--- src/rtl/vseq_pkg.sv ---
`timescale 1ns/1ps
package vseq_pkg;
  // Fetch slot of the current voice: first or second read of the pair.
  typedef enum logic {
    SLOT_FIRST  = 1'b0,
    SLOT_SECOND = 1'b1
  } slot_e;
endpackage

--- src/rtl/vseq_stepper.sv ---
`timescale 1ns/1ps
module vseq_stepper
  import vseq_pkg::*;
#(
  parameter int NUM_VOICES = 25,
  parameter int ACT_W      = 5,
  parameter int VOICE_W    = 5
) (
  input  logic               clk,
  input  logic               rst,
  input  logic               advance_i,
  input  logic [ACT_W-1:0]   act_i,
  output logic [VOICE_W-1:0] voice_o,
  output slot_e              slot_o,
  output logic               upd_o,
  output logic [VOICE_W-1:0] upd_voice_o,
  output logic               end_o
);
  localparam int LAST = NUM_VOICES - 1;

  logic [VOICE_W-1:0] voice_q, lim_q, lim_nxt, upd_voice_q;
  slot_e              slot_q;
  logic               upd_q, end_q;
  logic               upd_now, wrap_now;

  // Clamp the requested count to the highest existing voice.
  always_comb begin
    if (int'(act_i) > LAST) lim_nxt = VOICE_W'(LAST);
    else                    lim_nxt = VOICE_W'(act_i);
  end

  assign upd_now  = advance_i && (slot_q == SLOT_SECOND);
  assign wrap_now = upd_now && (voice_q >= lim_q);

  always_ff @(posedge clk) begin
    if (rst) begin
      voice_q     <= '0;
      slot_q      <= SLOT_FIRST;
      upd_q       <= 1'b0;
      end_q       <= 1'b0;
      upd_voice_q <= '0;
      lim_q       <= lim_nxt;
    end else begin
      upd_q <= upd_now;
      end_q <= wrap_now;
      if (advance_i) begin
        if (slot_q == SLOT_FIRST) begin
          slot_q <= SLOT_SECOND;
        end else begin
          slot_q      <= SLOT_FIRST;
          upd_voice_q <= voice_q;
          if (wrap_now) begin
            voice_q <= '0;
            lim_q   <= lim_nxt;
          end else begin
            voice_q <= voice_q + 1'b1;
          end
        end
      end
    end
  end

  assign voice_o     = voice_q;
  assign slot_o      = slot_q;
  assign upd_o       = upd_q;
  assign upd_voice_o = upd_voice_q;
  assign end_o       = end_q;
endmodule

--- src/rtl/vseq_fetch_port.sv ---
`timescale 1ns/1ps
module vseq_fetch_port
  import vseq_pkg::*;
#(
  parameter int ADDR_W  = 16,
  parameter int CA_W    = 4,
  parameter int BANK_W  = 3,
  parameter int VOICE_W = 5
) (
  input  logic               clk,
  input  logic               rst,
  input  logic               accept_i,
  input  logic               ready_i,
  input  logic [ADDR_W-1:0]  accum_i,
  input  logic [CA_W-1:0]    ca_i,
  input  logic [VOICE_W-1:0] voice_i,
  input  slot_e              slot_i,
  output logic               valid_o,
  output logic [ADDR_W-1:0]  addr_o,
  output logic [VOICE_W-1:0] voice_o,
  output logic [BANK_W-1:0]  bank_o,
  output logic               slot_o
);
  logic [ADDR_W-1:0] slot_ext;
  assign slot_ext = {{(ADDR_W-1){1'b0}}, slot_i};

  always_ff @(posedge clk) begin
    if (rst) begin
      valid_o <= 1'b0;
      addr_o  <= '0;
      voice_o <= '0;
      bank_o  <= '0;
      slot_o  <= 1'b0;
    end else if (accept_i) begin
      // Natural ADDR_W-bit wrap of the integer address.
      valid_o <= 1'b1;
      addr_o  <= accum_i + slot_ext;
      voice_o <= voice_i;
      bank_o  <= ca_i[BANK_W-1:0];
      slot_o  <= slot_i;
    end else if (ready_i) begin
      valid_o <= 1'b0;
    end
  end
endmodule

--- src/rtl/vseq_chan_bank.sv ---
`timescale 1ns/1ps
module vseq_chan_bank #(
  parameter int NUM_CH = 16,
  parameter int SMP_W  = 16,
  parameter int CA_W   = 4
) (
  input  logic                    clk,
  input  logic                    rst,
  input  logic                    we_i,
  input  logic [CA_W-1:0]         sel_i,
  input  logic [SMP_W-1:0]        data_i,
  output logic [NUM_CH*SMP_W-1:0] chan_o
);
  for (genvar g = 0; g < NUM_CH; g++) begin : g_slot
    logic [SMP_W-1:0] slot_q;
    always_ff @(posedge clk) begin
      if (rst)                                 slot_q <= '0;
      else if (we_i && (sel_i == CA_W'(g)))    slot_q <= data_i;
    end
    assign chan_o[g*SMP_W +: SMP_W] = slot_q;
  end
endmodule

--- src/rtl/voice_sequencer.sv ---
`timescale 1ns/1ps
module voice_sequencer
  import vseq_pkg::*;
#(
  parameter int NUM_VOICES = 25,
  parameter int ACT_W      = 5,
  parameter int ADDR_W     = 16,
  parameter int NUM_CH     = 16,
  parameter int SMP_W      = 16,
  parameter int BANK_W     = 3,
  parameter int VOICE_W    = $clog2(NUM_VOICES),
  parameter int CA_W       = $clog2(NUM_CH)
) (
  input  logic                    clk,
  input  logic                    rst,
  input  logic                    e_tick,
  input  logic [ACT_W-1:0]        active_count,
  input  logic [ADDR_W-1:0]       voice_accum,
  input  logic [CA_W-1:0]         voice_chan,
  input  logic [SMP_W-1:0]        voice_sample,
  input  logic                    fetch_ready,
  output logic                    fetch_valid,
  output logic [ADDR_W-1:0]       fetch_addr,
  output logic [VOICE_W-1:0]      fetch_voice,
  output logic [BANK_W-1:0]       fetch_bank,
  output logic                    fetch_slot,
  output logic [VOICE_W-1:0]      voice_idx,
  output logic                    slot_idx,
  output logic                    upd_strobe,
  output logic [VOICE_W-1:0]      upd_voice,
  output logic                    frame_end,
  output logic [NUM_CH*SMP_W-1:0] chan_out
);
  slot_e cur_slot;
  logic  accept;
  logic  write_now;

  // An event is taken unless a request is stalled at the edge.
  assign accept    = e_tick && (!fetch_valid || fetch_ready);
  assign write_now = accept && (cur_slot == SLOT_SECOND);

  vseq_stepper #(
    .NUM_VOICES(NUM_VOICES),
    .ACT_W     (ACT_W),
    .VOICE_W   (VOICE_W)
  ) u_step (
    .clk        (clk),
    .rst        (rst),
    .advance_i  (accept),
    .act_i      (active_count),
    .voice_o    (voice_idx),
    .slot_o     (cur_slot),
    .upd_o      (upd_strobe),
    .upd_voice_o(upd_voice),
    .end_o      (frame_end)
  );

  vseq_fetch_port #(
    .ADDR_W (ADDR_W),
    .CA_W   (CA_W),
    .BANK_W (BANK_W),
    .VOICE_W(VOICE_W)
  ) u_fetch (
    .clk     (clk),
    .rst     (rst),
    .accept_i(accept),
    .ready_i (fetch_ready),
    .accum_i (voice_accum),
    .ca_i    (voice_chan),
    .voice_i (voice_idx),
    .slot_i  (cur_slot),
    .valid_o (fetch_valid),
    .addr_o  (fetch_addr),
    .voice_o (fetch_voice),
    .bank_o  (fetch_bank),
    .slot_o  (fetch_slot)
  );

  vseq_chan_bank #(
    .NUM_CH(NUM_CH),
    .SMP_W (SMP_W),
    .CA_W  (CA_W)
  ) u_chan (
    .clk   (clk),
    .rst   (rst),
    .we_i  (write_now),
    .sel_i (voice_chan),
    .data_i(voice_sample),
    .chan_o(chan_out)
  );

  assign slot_idx = cur_slot;
endmodule

--- config.mk ---
export PLATFORM = sky130hd
export DESIGN_NAME = voice_sequencer
export DESIGN_NICKNAME = d
export VERILOG_FILES = /design/src/rtl/vseq_pkg.sv /design/src/rtl/vseq_stepper.sv /design/src/rtl/vseq_fetch_port.sv /design/src/rtl/vseq_chan_bank.sv /design/src/rtl/voice_sequencer.sv
export SDC_FILE = /design/constraint.sdc
export NUM_CORES = 1
export LEC_CHECK = 0
export BUFFER_PORTS_ARGS = -buffer_cell sky130_fd_sc_hd__clkbuf_2
export CORE_MARGIN = 2
export CORE_UTILIZATION = 25
export CTS_CLUSTER_SIZE = 8
export DETAILED_ROUTE_END_ITERATION = 16
export GPL_ROUTABILITY_DRIVEN = 1
export PLACE_DENSITY = 0.53
export REMOVE_ABC_BUFFERS = 1
export SYNTH_ARGS = -nofsm -noshare
export SYNTH_HDL_FRONTEND = slang
export SYNTH_SLANG_ARGS = --single-unit
export TNS_END_PERCENT = 1
--- constraint.sdc ---
create_clock -name clk -period 2.5 [get_ports clk]
set_clock_uncertainty 0.05 [all_clocks]
set_input_delay 0.5 -clock clk [delete_from_list [all_inputs] [get_ports clk]]
set_output_delay 0.5 -clock clk [all_outputs]
set_load 0.02 [all_outputs]
======== Yosys cells after proc, flatten, opt, wreduce, memory -nomap -nowiden ========
Cells that the tools add are included.
storage, ports and cells
  register bits ........................... 300
  input bits .............................. 45
  output and inout port bits .............. 295
  word-level logic and storage cells ...... 83
operators by class
  add/sub/neg operators ................... 2
  magnitude comparators ................... 2
  equal/unequal tests ..................... 15
  mux-type cells .......................... 9
  reductions and logical operators ........ 28
operators by type and width
  operator                                                                number
  4-bit equality test (second input constant)                             8
  5-bit two-way mux                                                       6
  1-bit logical AND                                                       19
  16-bit by 1-bit adder with 16-bit output                                1
  4-bit by 3-bit equality test with 1-bit output (second input constant)  4
  4-bit by 2-bit equality test with 1-bit output (second input constant)  2
  2-bit nonzero test                                                      4
  5-bit by 1-bit adder with 5-bit output (second input constant)          1
  5-bit greater-or-equal comparator                                       1
  5-bit greater-than comparator (second input constant)                   1
  4-bit by 1-bit equality test with 1-bit output (second input constant)  1
  4-bit logical NOT                                                       1
  1-bit two-way mux                                                       3
  3-bit AND reduction                                                     1
  2-bit AND reduction                                                     1
  1-bit logical NOT                                                       1
  1-bit logical OR                                                        1

======== Logic depth before layout (Yosys ltp) ========
Gate-level depths: netlist (run 1).
  depth after elaboration ................. 9
  gate-level depth with buffers ........... 6
  mapped depth without buffers ............ 6

======== Cells and area by module ========
Synthesis (run 1) repeated with hierarchy kept, for this count alone.
second synthesis, totals
  cell total of the unflattened synthesis .. 1115
  area total of the unflattened synthesis .. 12131.6 sq um
modules (own cells, without submodules)
  module           instances  cells each  area an instance (sq um)  sequential area each (sq um)
  vseq_chan_bank   1          895         10060.9                   5124.9
  vseq_fetch_port  1          129         1223.7                    520.5
  vseq_stepper     1          88          828.3                     410.4
  voice_sequencer  1          3           18.8                      0.0

======== Worst setup path after synthesis (run 1) ========
OpenSTA, ideal clock, no wires.
  path type ............................... reg2reg
  start ................................... register u_step.slot_q, in the netlist u_step.slot_o
  end ..................................... register u_chan.g_slot[6].slot_q[10]
  setup time .............................. 0.128 ns
  arrival time ............................ 1.948 ns
  data required time ...................... 2.322 ns
  slack ................................... 0.374 ns
  stages on the path, launching flop included .. 7
  path buffers ............................ 2
  clock period less this slack ............ 2.126 ns
  path through ............................ dfxtp_1 > nand2_4 > buf_12 > nor4_4 > buf_8 > mux2i_1 > nor2_1
between the ends
  cells in the longest elaborated chain, start to end .. 2
ends and longest elaborated chain
  what                    RTL line               text
  start, declared         vseq_stepper.sv:22     slot_e slot_q;
  start signal, assigned  vseq_stepper.sv:38     slot_q <= SLOT_FIRST;
  start signal, assigned  vseq_stepper.sv:48     slot_q <= SLOT_SECOND;
  start signal, assigned  vseq_stepper.sv:50     slot_q <= SLOT_FIRST;
  1-bit logical AND       voice_sequencer.sv:40  assign write_now = accept && (cur_slot == SLOT_SECOND);
  1-bit logical AND       vseq_chan_bank.sv:18   else if (we_i && (sel_i == CA_W'(g))) slot_q <= data_i;
  end signal, assigned    vseq_chan_bank.sv:18
  end, declared           vseq_chan_bank.sv:15   logic [SMP_W-1:0] slot_q;
Every way passes these cells.
A chain may end at the register's enable or synchronous reset.

======== Worst setup path in the final report (run 1) ========
  start ................................... register u_step.slot_q, in the netlist u_step.slot_o
  end ..................................... register u_fetch.addr_o[14]
between the ends
  cells in the longest elaborated chain, start to end .. 1
ends and longest elaborated chain
  what                                      RTL line               text
  16-bit by 1-bit adder with 16-bit output  vseq_fetch_port.sv:37  addr_o <= accum_i + slot_ext;
  end signal, assigned                      vseq_fetch_port.sv:37
  end, declared                             vseq_fetch_port.sv:19  output logic [ADDR_W-1:0] addr_o,
Every way passes these cells.

==> out/summary.md, run 1 <==
The run finished with clean final reports. By startpoint and endpoint, the worst setup path is classified as reg2reg. For this run, the number of Yosys warnings is 0.

In this run, distinct cell masters in the synthesized netlist total 33. Proportion of register bits with asynchronous set or reset after synthesis: 0%. The post-route minimum period works out to 2059 ps. The first detailed-routing pass took 4 iterations. The initial utilization of the core area, before any placement, comes to 25.33%.

Detail-routed net length per standard cell: 18.34 µm. For this block, the routed nets add up to 37.32 mm of wire. The run gives 0 as the final count of pins violating max slew. The die outline width was 218.2 µm; the highest clock frequency the design can meet was 485.8 MHz. Cell type with the highest aggregate area in the netlist: dfxtp_1. The synthesized flop and latch total is 300, and the pre-CTS worst setup slack is 366.1 ps. Number of buffers added for setup after CTS: 0. The reported leakage power came out at 5.905 nW. The count of nets left with antenna violations after detail routing is 0. After synthesis, the cell types taking the most area are dfxtp_1, mux2i_1, nor2_1. Synthesis handed over a netlist of 1083 instances. The cell area after technology mapping is 11470 µm². The hold violation total from the final report was 0. Walking the worst path, the cells encountered are ha_1 > ha_1 > nand4_1 > nor4_1 > xnor2_1 > a211oi_1. The final worst-path cycle share is 82.34%. For this run, the leading register cell type out of synthesis is dfxtp_1. Of all nets on the critical path, the largest fanout is 5.

No sink is reached through more buffers than the 3 on the longest clock path. At the pin with the least slew margin, the transition time is 700.2 ps. The number of DRC violations after detailed routing was 0; the power per cell area was 705.3 nW/µm². The tools report the final net count as 1484. Across every metal layer, demand over resource in global routing totals 15.43%.

For the routability-driven placement congestion ratio, the log shows 0.8370. The first global-routing pass estimated 54.97 mm of wire. TritonCTS built the clock tree. Summed over all nets, the half-perimeter wirelength after detailed placement is 25.52 mm. The share of synthesized area in the top cell type comes to 51.49%. STA classifies the critical path endpoint as a flip-flop. The post-route cell area was 14980 µm². The tools report the fraction of the core area covered by cells at the end of the flow as 33.08%.

The initial antenna violation count was 0. The min-delay analysis places its worst path in the category in2reg. From synthesis to final layout, the design area changed by 30.59%.

For this design, the CTS-stage hold fixing added 0 buffers. The die is 218.2 µm tall. The count of buffers added on input and output ports is 339. The cell with the most instances on the worst path was ha_1.

After routing, the total negative slack on setup checks comes to 0 ps. The number of clock buffers added by TritonCTS is 43. On the final layout, the worst hold slack is 112.2 ps.

The ratio of cells with drive above 1 in the final layout was 31.15%; the number of diodes was 0. For this run the aggregate overflow at the end of global routing stands at 0. The root buffer cell was clkbuf_16. The fraction of the yosys area taken by sequential cells is 52.80%, and the sink count of the clock tree is 300. The H-tree was split into 2 levels. The critical path required time was 2900 ps. In the synthesized netlist, the cells that appear most often are dfxtp_1, nor2_1, mux2i_1.

The kind of launch point of the worst setup path was a flip-flop. The number of flops mapped to enable cells by yosys was 5; the per-instance average area after synthesis was 10.59 µm². Setup slack closes at 441.5 ps. In the post-synthesis netlist, the cell with the most instances is dfxtp_1.

The delay of the slowest critical-path stage is 470 ps, and the maximum number of pins on one net before global-route repair is 85. The number of violations of the max-capacitance limit was 0. Setup repair after global routing left no endpoint under its margin. For the core footprint, the log shows 45280 µm². Dividing the detail-routed via count by the number of cells gives 4.321.

The run gives 0 as the number of endpoints failing setup at the final stage. The number of cell rows was 78; the cell area after placement was 13850 µm². Post-CTS repair changed the size of 0 cells. Via count of the first global-routing pass: 8600. For the relative slew slack, the log shows 53.32%.

Among all stages on the critical path, the largest delay is contributed by dfxtp_1. The worst-case IR drop observed on VDD is 0.4456 mV. Count of vias placed by the detailed router: 8793.

STA puts the critical path data arrival time at 2460 ps. The area of the die was 47610 µm²; the worst-skew pair later-pin latency was 550 ps. The top-level port count is 340.

The clock-pin slew on the worst setup and hold paths was 60 ps; the initial detailed-routing violation count was 468.
-- sequential cells by signal, summed over array words and instances, names as in the netlist --
register              cells
u_fetch.valid_o           1
u_fetch.bank_o            3
u_chan.g_slot.slot_q    256
u_fetch.addr_o           16
u_step.upd_voice_o        5
u_step.upd_o              1
u_fetch.voice_o           5
u_step.end_o              1
u_fetch.slot_o            1
u_step.voice_o            5
u_step.lim_q              5
u_step.slot_o             1
-- final cells by class --
class,count,area [µm²]
tap,600,750.7
clock buffer,46,1087
multi-input combinational,698,4875
inverter,7,26.28
timing repair buffer,381,2146
fill,4721,30310
clock inverter,3,37.54
sequential,300,6056
-- logic make-up (layout without fill, tap and decap cells) --
family                     Yosys count  after routing  synth area share, %
adders and majority gates            8              8               0.8727
xor gates and xnor gates            19             19                1.451
muxes                              256            256                22.34
DFF                                300            300                52.80
buffers and inverters               85            437                4.767
AOI/OAI and AO/OA                   40             40                2.182
and+or+nand+nor                    375            375                15.59
-- final timing paths --
kind / endpoint / slack (ps) / cells after the start / startpoint
min: u_step.lim_q[4] / 110 / 1 / active_count[4]
max: u_fetch.addr_o[14] / 440 / 6 / u_step.slot_o
max reg2reg: u_fetch.addr_o[14] / 440 / 6 / u_step.slot_o
min reg2reg: u_step.upd_voice_o[4] / 400 / 2 / u_step.upd_voice_o[4]
-- stage by stage --
stage	cells	total power [W]
after CTS	2035	0.01077
after global placement	1986	0.005558
after floorplan	1005	0.005228
final	2035	0.01056
after detailed placement	1986	0.005564
after global routing	2035	0.01099
-- power breakdown --
| part | switching (W) | total [W] | internal, W |
|---|---|---|---|
| Sequential | 0.0000295 | 0.00489 | 0.00486 |
| Combinational | 0.000407 | 0.000575 | 0.000167 |
| Clock | 0.00206 | 0.00510 | 0.00304 |
| Total | 0.00250 | 0.0106 | 0.00806 |
-- per-layer routing --
metal	global-route usage, %	share of wire, %	up-vias
met3	4.857	7.5	49
met4	4.739	2.0	0
met5	0	0	-
li1	-	-	4326
met1	20.27	46	4141
met2	24.06	45	277
-- worst max-delay path, delay by kind of cell (launching register included) --
family                   cells  cell delay [ps]
AO/OA/AOI/OAI                1              240
flip-flops                   1              470
AND/OR/NAND/NOR              2              550
XOR/XNOR                     1              130
adder cells (fa/ha/maj)      2              510
-- placed cells by master, fill, tap and decap left out, types with 6 or more instances in the layout --
cell type  Yosys  final
buf_4          8     32
buf_12         1     10
nand3_1        9      9
nor4_4        16     16
dfxtp_1      295    295
nor2_1       278    278
a21oi_1       18     18
nand2b_1       6      6
a211oi_1      18     18
xnor2_1       15     15
ha_1           8      8
clkbuf_2       0    338
clkbuf_16      0     43
mux2i_1      256    256
nand2_1       39     39
inv_1          7      7
Note: power is estimated with default switching activity, not from simulation.
==> run 2, diff against run 1 <==
PLACE_DENSITY = 0.54   (was 0.53)
clock period = 1.65 ns   (was 2.5 ns; I/O delays follow)
==> run 2 against run 1 <==
Routed wire length is 1.2% lower. Die area unchanged. Highest routed layer unchanged. Final area increased by 4.8%. Total power increased by 53%. Critical endpoint is now u_fetch.addr_o[12]. Fmax grew 15%. Register-to-register slack worse by 570 ps. Count of clock-buffer cells in the layout is the same. Flip-flop and latch count stayed put. First-iteration DRC count down 30%. The flow now finishes with violations (setup timing). Non-clock buffer count grew 43.
==> out/summary.md, run 2 (synthesized netlist as in run 1, its figures left out) <==
The quantity of I/O buffers inserted on ports was 339 (unchanged). The logs give 0 (unchanged) for the number of DRC violations after detailed routing and 0.003800 W (was 0.002501 W) for the net switching component of the power. The tools report the aggregate global routing overflow as 0 (unchanged). The register with the most flip-flops is u_chan.g_slot.slot_q (unchanged). The run gives 36.87 mm (was 37.32 mm) as the detailed-route wire length.

For the number of H-tree levels, the log shows 2 (unchanged). The critical register-to-register path endpoint was u_fetch.addr_o[12] (was u_fetch.addr_o[14]). For the relative slew slack, the log shows 67.73% (was 53.32%). The tools report the count of nets left with antenna violations after detail routing as 0 (unchanged). The ratio of cells with drive above 1 in the final layout was 33.96% (was 31.15%). The run gives 3 (unchanged) as the maximum clock path buffer count. Commonest non-fill, non-tap cells in the layout: clkbuf_2, dfxtp_1, nor2_1, mux2i_1 (was clkbuf_2, dfxtp_1, nor2_1, mux2i_1, clkbuf_16). The reg-to-reg critical path startpoint is u_step.slot_o (unchanged). The switching share of power is 23.46% (was 23.67%).

Post-route cell area: 15700 µm² (was 14980 µm²). Final worst setup slack: -132.3 ps (was 441.5 ps). Top-level port count: 340 (unchanged). For the count of vias placed by the detailed router, the log shows 8975 (was 8793). TritonCTS built the clock tree.

The tools report the worst hold margin as 54.76 ps (was 112.2 ps). The multi-input logic area came out at 4974 µm² (was 4875 µm²). The internal power contribution was 0.01239 W (was 0.008063 W). The run gives 45280 µm² (unchanged) as the core footprint. For the register-to-register path setup slack, the log shows -130 ps (was 440 ps).

The die outline width is 218.2 µm (unchanged), and the total design power is 0.01619 W (was 0.01056 W). The post-route minimum period works out to 1782 ps (was 2059 ps). The final reports fail on setup timing.

The flow ran to the end, but the final reports show violations. The tools report the part of the power in the clock network as 48.0% (was 48.3%). The tools report the CTS buffer count as 43 (unchanged).

Most common cell after layout, fill and taps aside: clkbuf_2 (unchanged). The number of cell rows was 78 (unchanged). The root buffer cell is clkbuf_16 (unchanged).

The peak supply drop was 0.6447 mV (was 0.4456 mV); the highest clock frequency the design can meet was 561.1 MHz (was 485.8 MHz). The tools report the critical path required time as 2050 ps (was 2900 ps). The initial detailed-routing violation count is 327 (was 468), and the detail-routed net length per standard cell is 17.74 µm (was 18.34 µm). The initial core utilization was 25.33% (unchanged). The logs give 0 (unchanged) for the final count of pins violating max slew and 300 (unchanged) for the sink count of the clock tree. For the total routing resource utilization after global routing, the log shows 14.96% (was 15.43%). The share of total power in combinational logic is 6.2% (was 5.4%). The tools report the kind of launch point of the worst setup path as a flip-flop (unchanged). Data arrival time of the critical path: 2190 ps (was 2460 ps).

The logs give 4643 (was 4721) for the fill cell total of the finished layout and 0 (unchanged) for the initial antenna violation count. The run gives 0.8222 (was 0.8370) as the routability-driven placement congestion ratio. The HPWL reported at the end of detailed placement came out at 25.57 mm (was 25.52 mm).

Largest registers: u_chan.g_slot.slot_q x256, u_fetch.addr_o x16 (unchanged). The final worst-path cycle share came out at 108.0% (was 82.34%). Power per cell area: 1032 nW/µm² (was 705.3 nW/µm²). Category of the most critical setup path: reg2reg (unchanged). The tools report the final net count as 1527 (was 1484). Kind of capture point of the worst setup path: a flip-flop (unchanged). Floorplan die height: 218.2 µm (unchanged). The area of the die came out at 47610 µm² (unchanged). The tools report the terminating pin of the worst hold path as u_fetch.addr_o[15] (was u_step.lim_q[4]). The part of the total power dissipated in sequential elements was 45.7% (was 46.3%); the detailed-routing iteration count for the pre-antenna-repair pass was 4 (unchanged). Via count of the first global-routing pass: 8826 (was 8600).

For the hold violation total from the final report, the log shows 0 (unchanged). Number of violations of the max-capacitance limit: 0 (unchanged). The maximum number of pins on one net before global-route repair was 63 (was 85). The number of endpoints failing setup at the final stage came out at 15 (was 0). The number of flip-flops under the largest register name was 256 (unchanged); the reported leakage power was 6.192 nW (was 5.905 nW).

The cell area after placement is 14240 µm² (was 13850 µm²), and the length in cells of the worst reg-to-reg path is 7 (was 6). The area occupied by registers came out at 6062 µm² (was 6056 µm²). The clock-pin slew on the worst setup and hold paths is 50 ps (was 60 ps). The number of diodes is 0 (unchanged). The maximum fanout along the worst path is 3 (was 5). Setup repair after global routing could not meet its margin everywhere. The post-route non-filler standard cell count is 2078 (was 2035), and the number of placed instances, taps included is 2012 (was 1986).

The global-route wire length before repair was 54.20 mm (was 54.97 mm); the worst-skew pair later-pin latency was 550 ps (about the same). The detailed-route vias per instance works out to 4.319 (was 4.321). The worst min-delay path category was in2reg (unchanged).

The start point of the worst hold path is voice_accum[15] (was active_count[4]). The pin slew with the least headroom to its limit is 484.1 ps (was 700.2 ps), and the area growth from synthesis to layout is 36.86% (was 30.59%). The number of cells on the worst hold path works out to 3 (was 1).
run 2: cell types whose count changed in the layout (fill, tap and decap cells not counted), moves of 4 or more:
cell	delta
buf_12	+15
buf_4	+13
buf_6	+7
dlygate4sd3_1	+6
nor4_1	-4
run 2: metrics by stage:
stage	worst slack (ps)	util [%]	setup TNS [ps]
after floorplan	-2254	-	-511130
after global placement	-258.8	31.44	-38490
after detailed placement	-304.0	31.44	-42090
after CTS	-41.26	34.34	-526.4
after global routing	-152.2	34.67	-5889
final	-132.3	34.67	-245.4
run 2: worst max-delay path by stage:
stage               startpoint                          end  slack (ps)  cells after the start
2_1_floorplan  u_fetch.valid_o              u_step.lim_q[0]       -2250                      3
6_report         u_step.slot_o           u_fetch.addr_o[12]        -130                      7
3_3_place_gp     voice_chan[2]  u_chan.g_slot[9].slot_q[12]        -260                      7
5_1_grt          u_step.slot_o           u_fetch.addr_o[12]        -150                      7
3_5_place_dp     voice_chan[2]   u_chan.g_slot[9].slot_q[9]        -300                      7
4_1_cts        u_fetch.valid_o  u_chan.g_slot[14].slot_q[2]         -40                      7
run 2: power groups by stage:
stage / logic, W / clock network (W) / registers (W)
CTS: 0.00101 / 0.00806 / 0.00740
global placement: 0.000981 / 0 / 0.00754
finish: 0.00101 / 0.00778 / 0.00741
global route: 0.00110 / 0.00831 / 0.00740
detailed placement: 0.000987 / 0 / 0.00755
floorplan: 0.000287 / 0 / 0.00763
run 2: what timing repair did:
action,CTS,global route
hold endpoints to repair,6,0
cloned,1,1
resized for setup,10,25
buffers inserted,5,4
hold buffers,6,0
pin swaps,11,45
setup endpoints to repair,209,263
run 2: critical path: stages (launching register included):
cell      delay, ps
dfxtp_4         370
ha_4            140
ha_4            120
nand4_1         170
buf_4           210
nor4_4          310
xnor2_1         120
a211oi_1        190
run 2: routing by layer:
layer / GRT usage, % / wire (µm) / up-vias / share of wire [%]
met5: 0 / 0 / - / 0
met4: 5.125 / 896 / 0 / 2.4
met3: 4.537 / 2679 / 53 / 7.3
met2: 24.66 / 17490 / 270 / 47
met1: 18.49 / 15810 / 4253 / 43
li1: - / - / 4399 / -
run 2: area by class of cell:
class | count | share of cell area, %
clock inverter | 3 | 0.1913
inverter | 7 | 0.1674
tap | 600 | 4.782
multi-input combinational | 698 | 31.68
timing repair buffer | 424 | 17.50
clock buffer | 46 | 7.062
sequential | 300 | 38.62
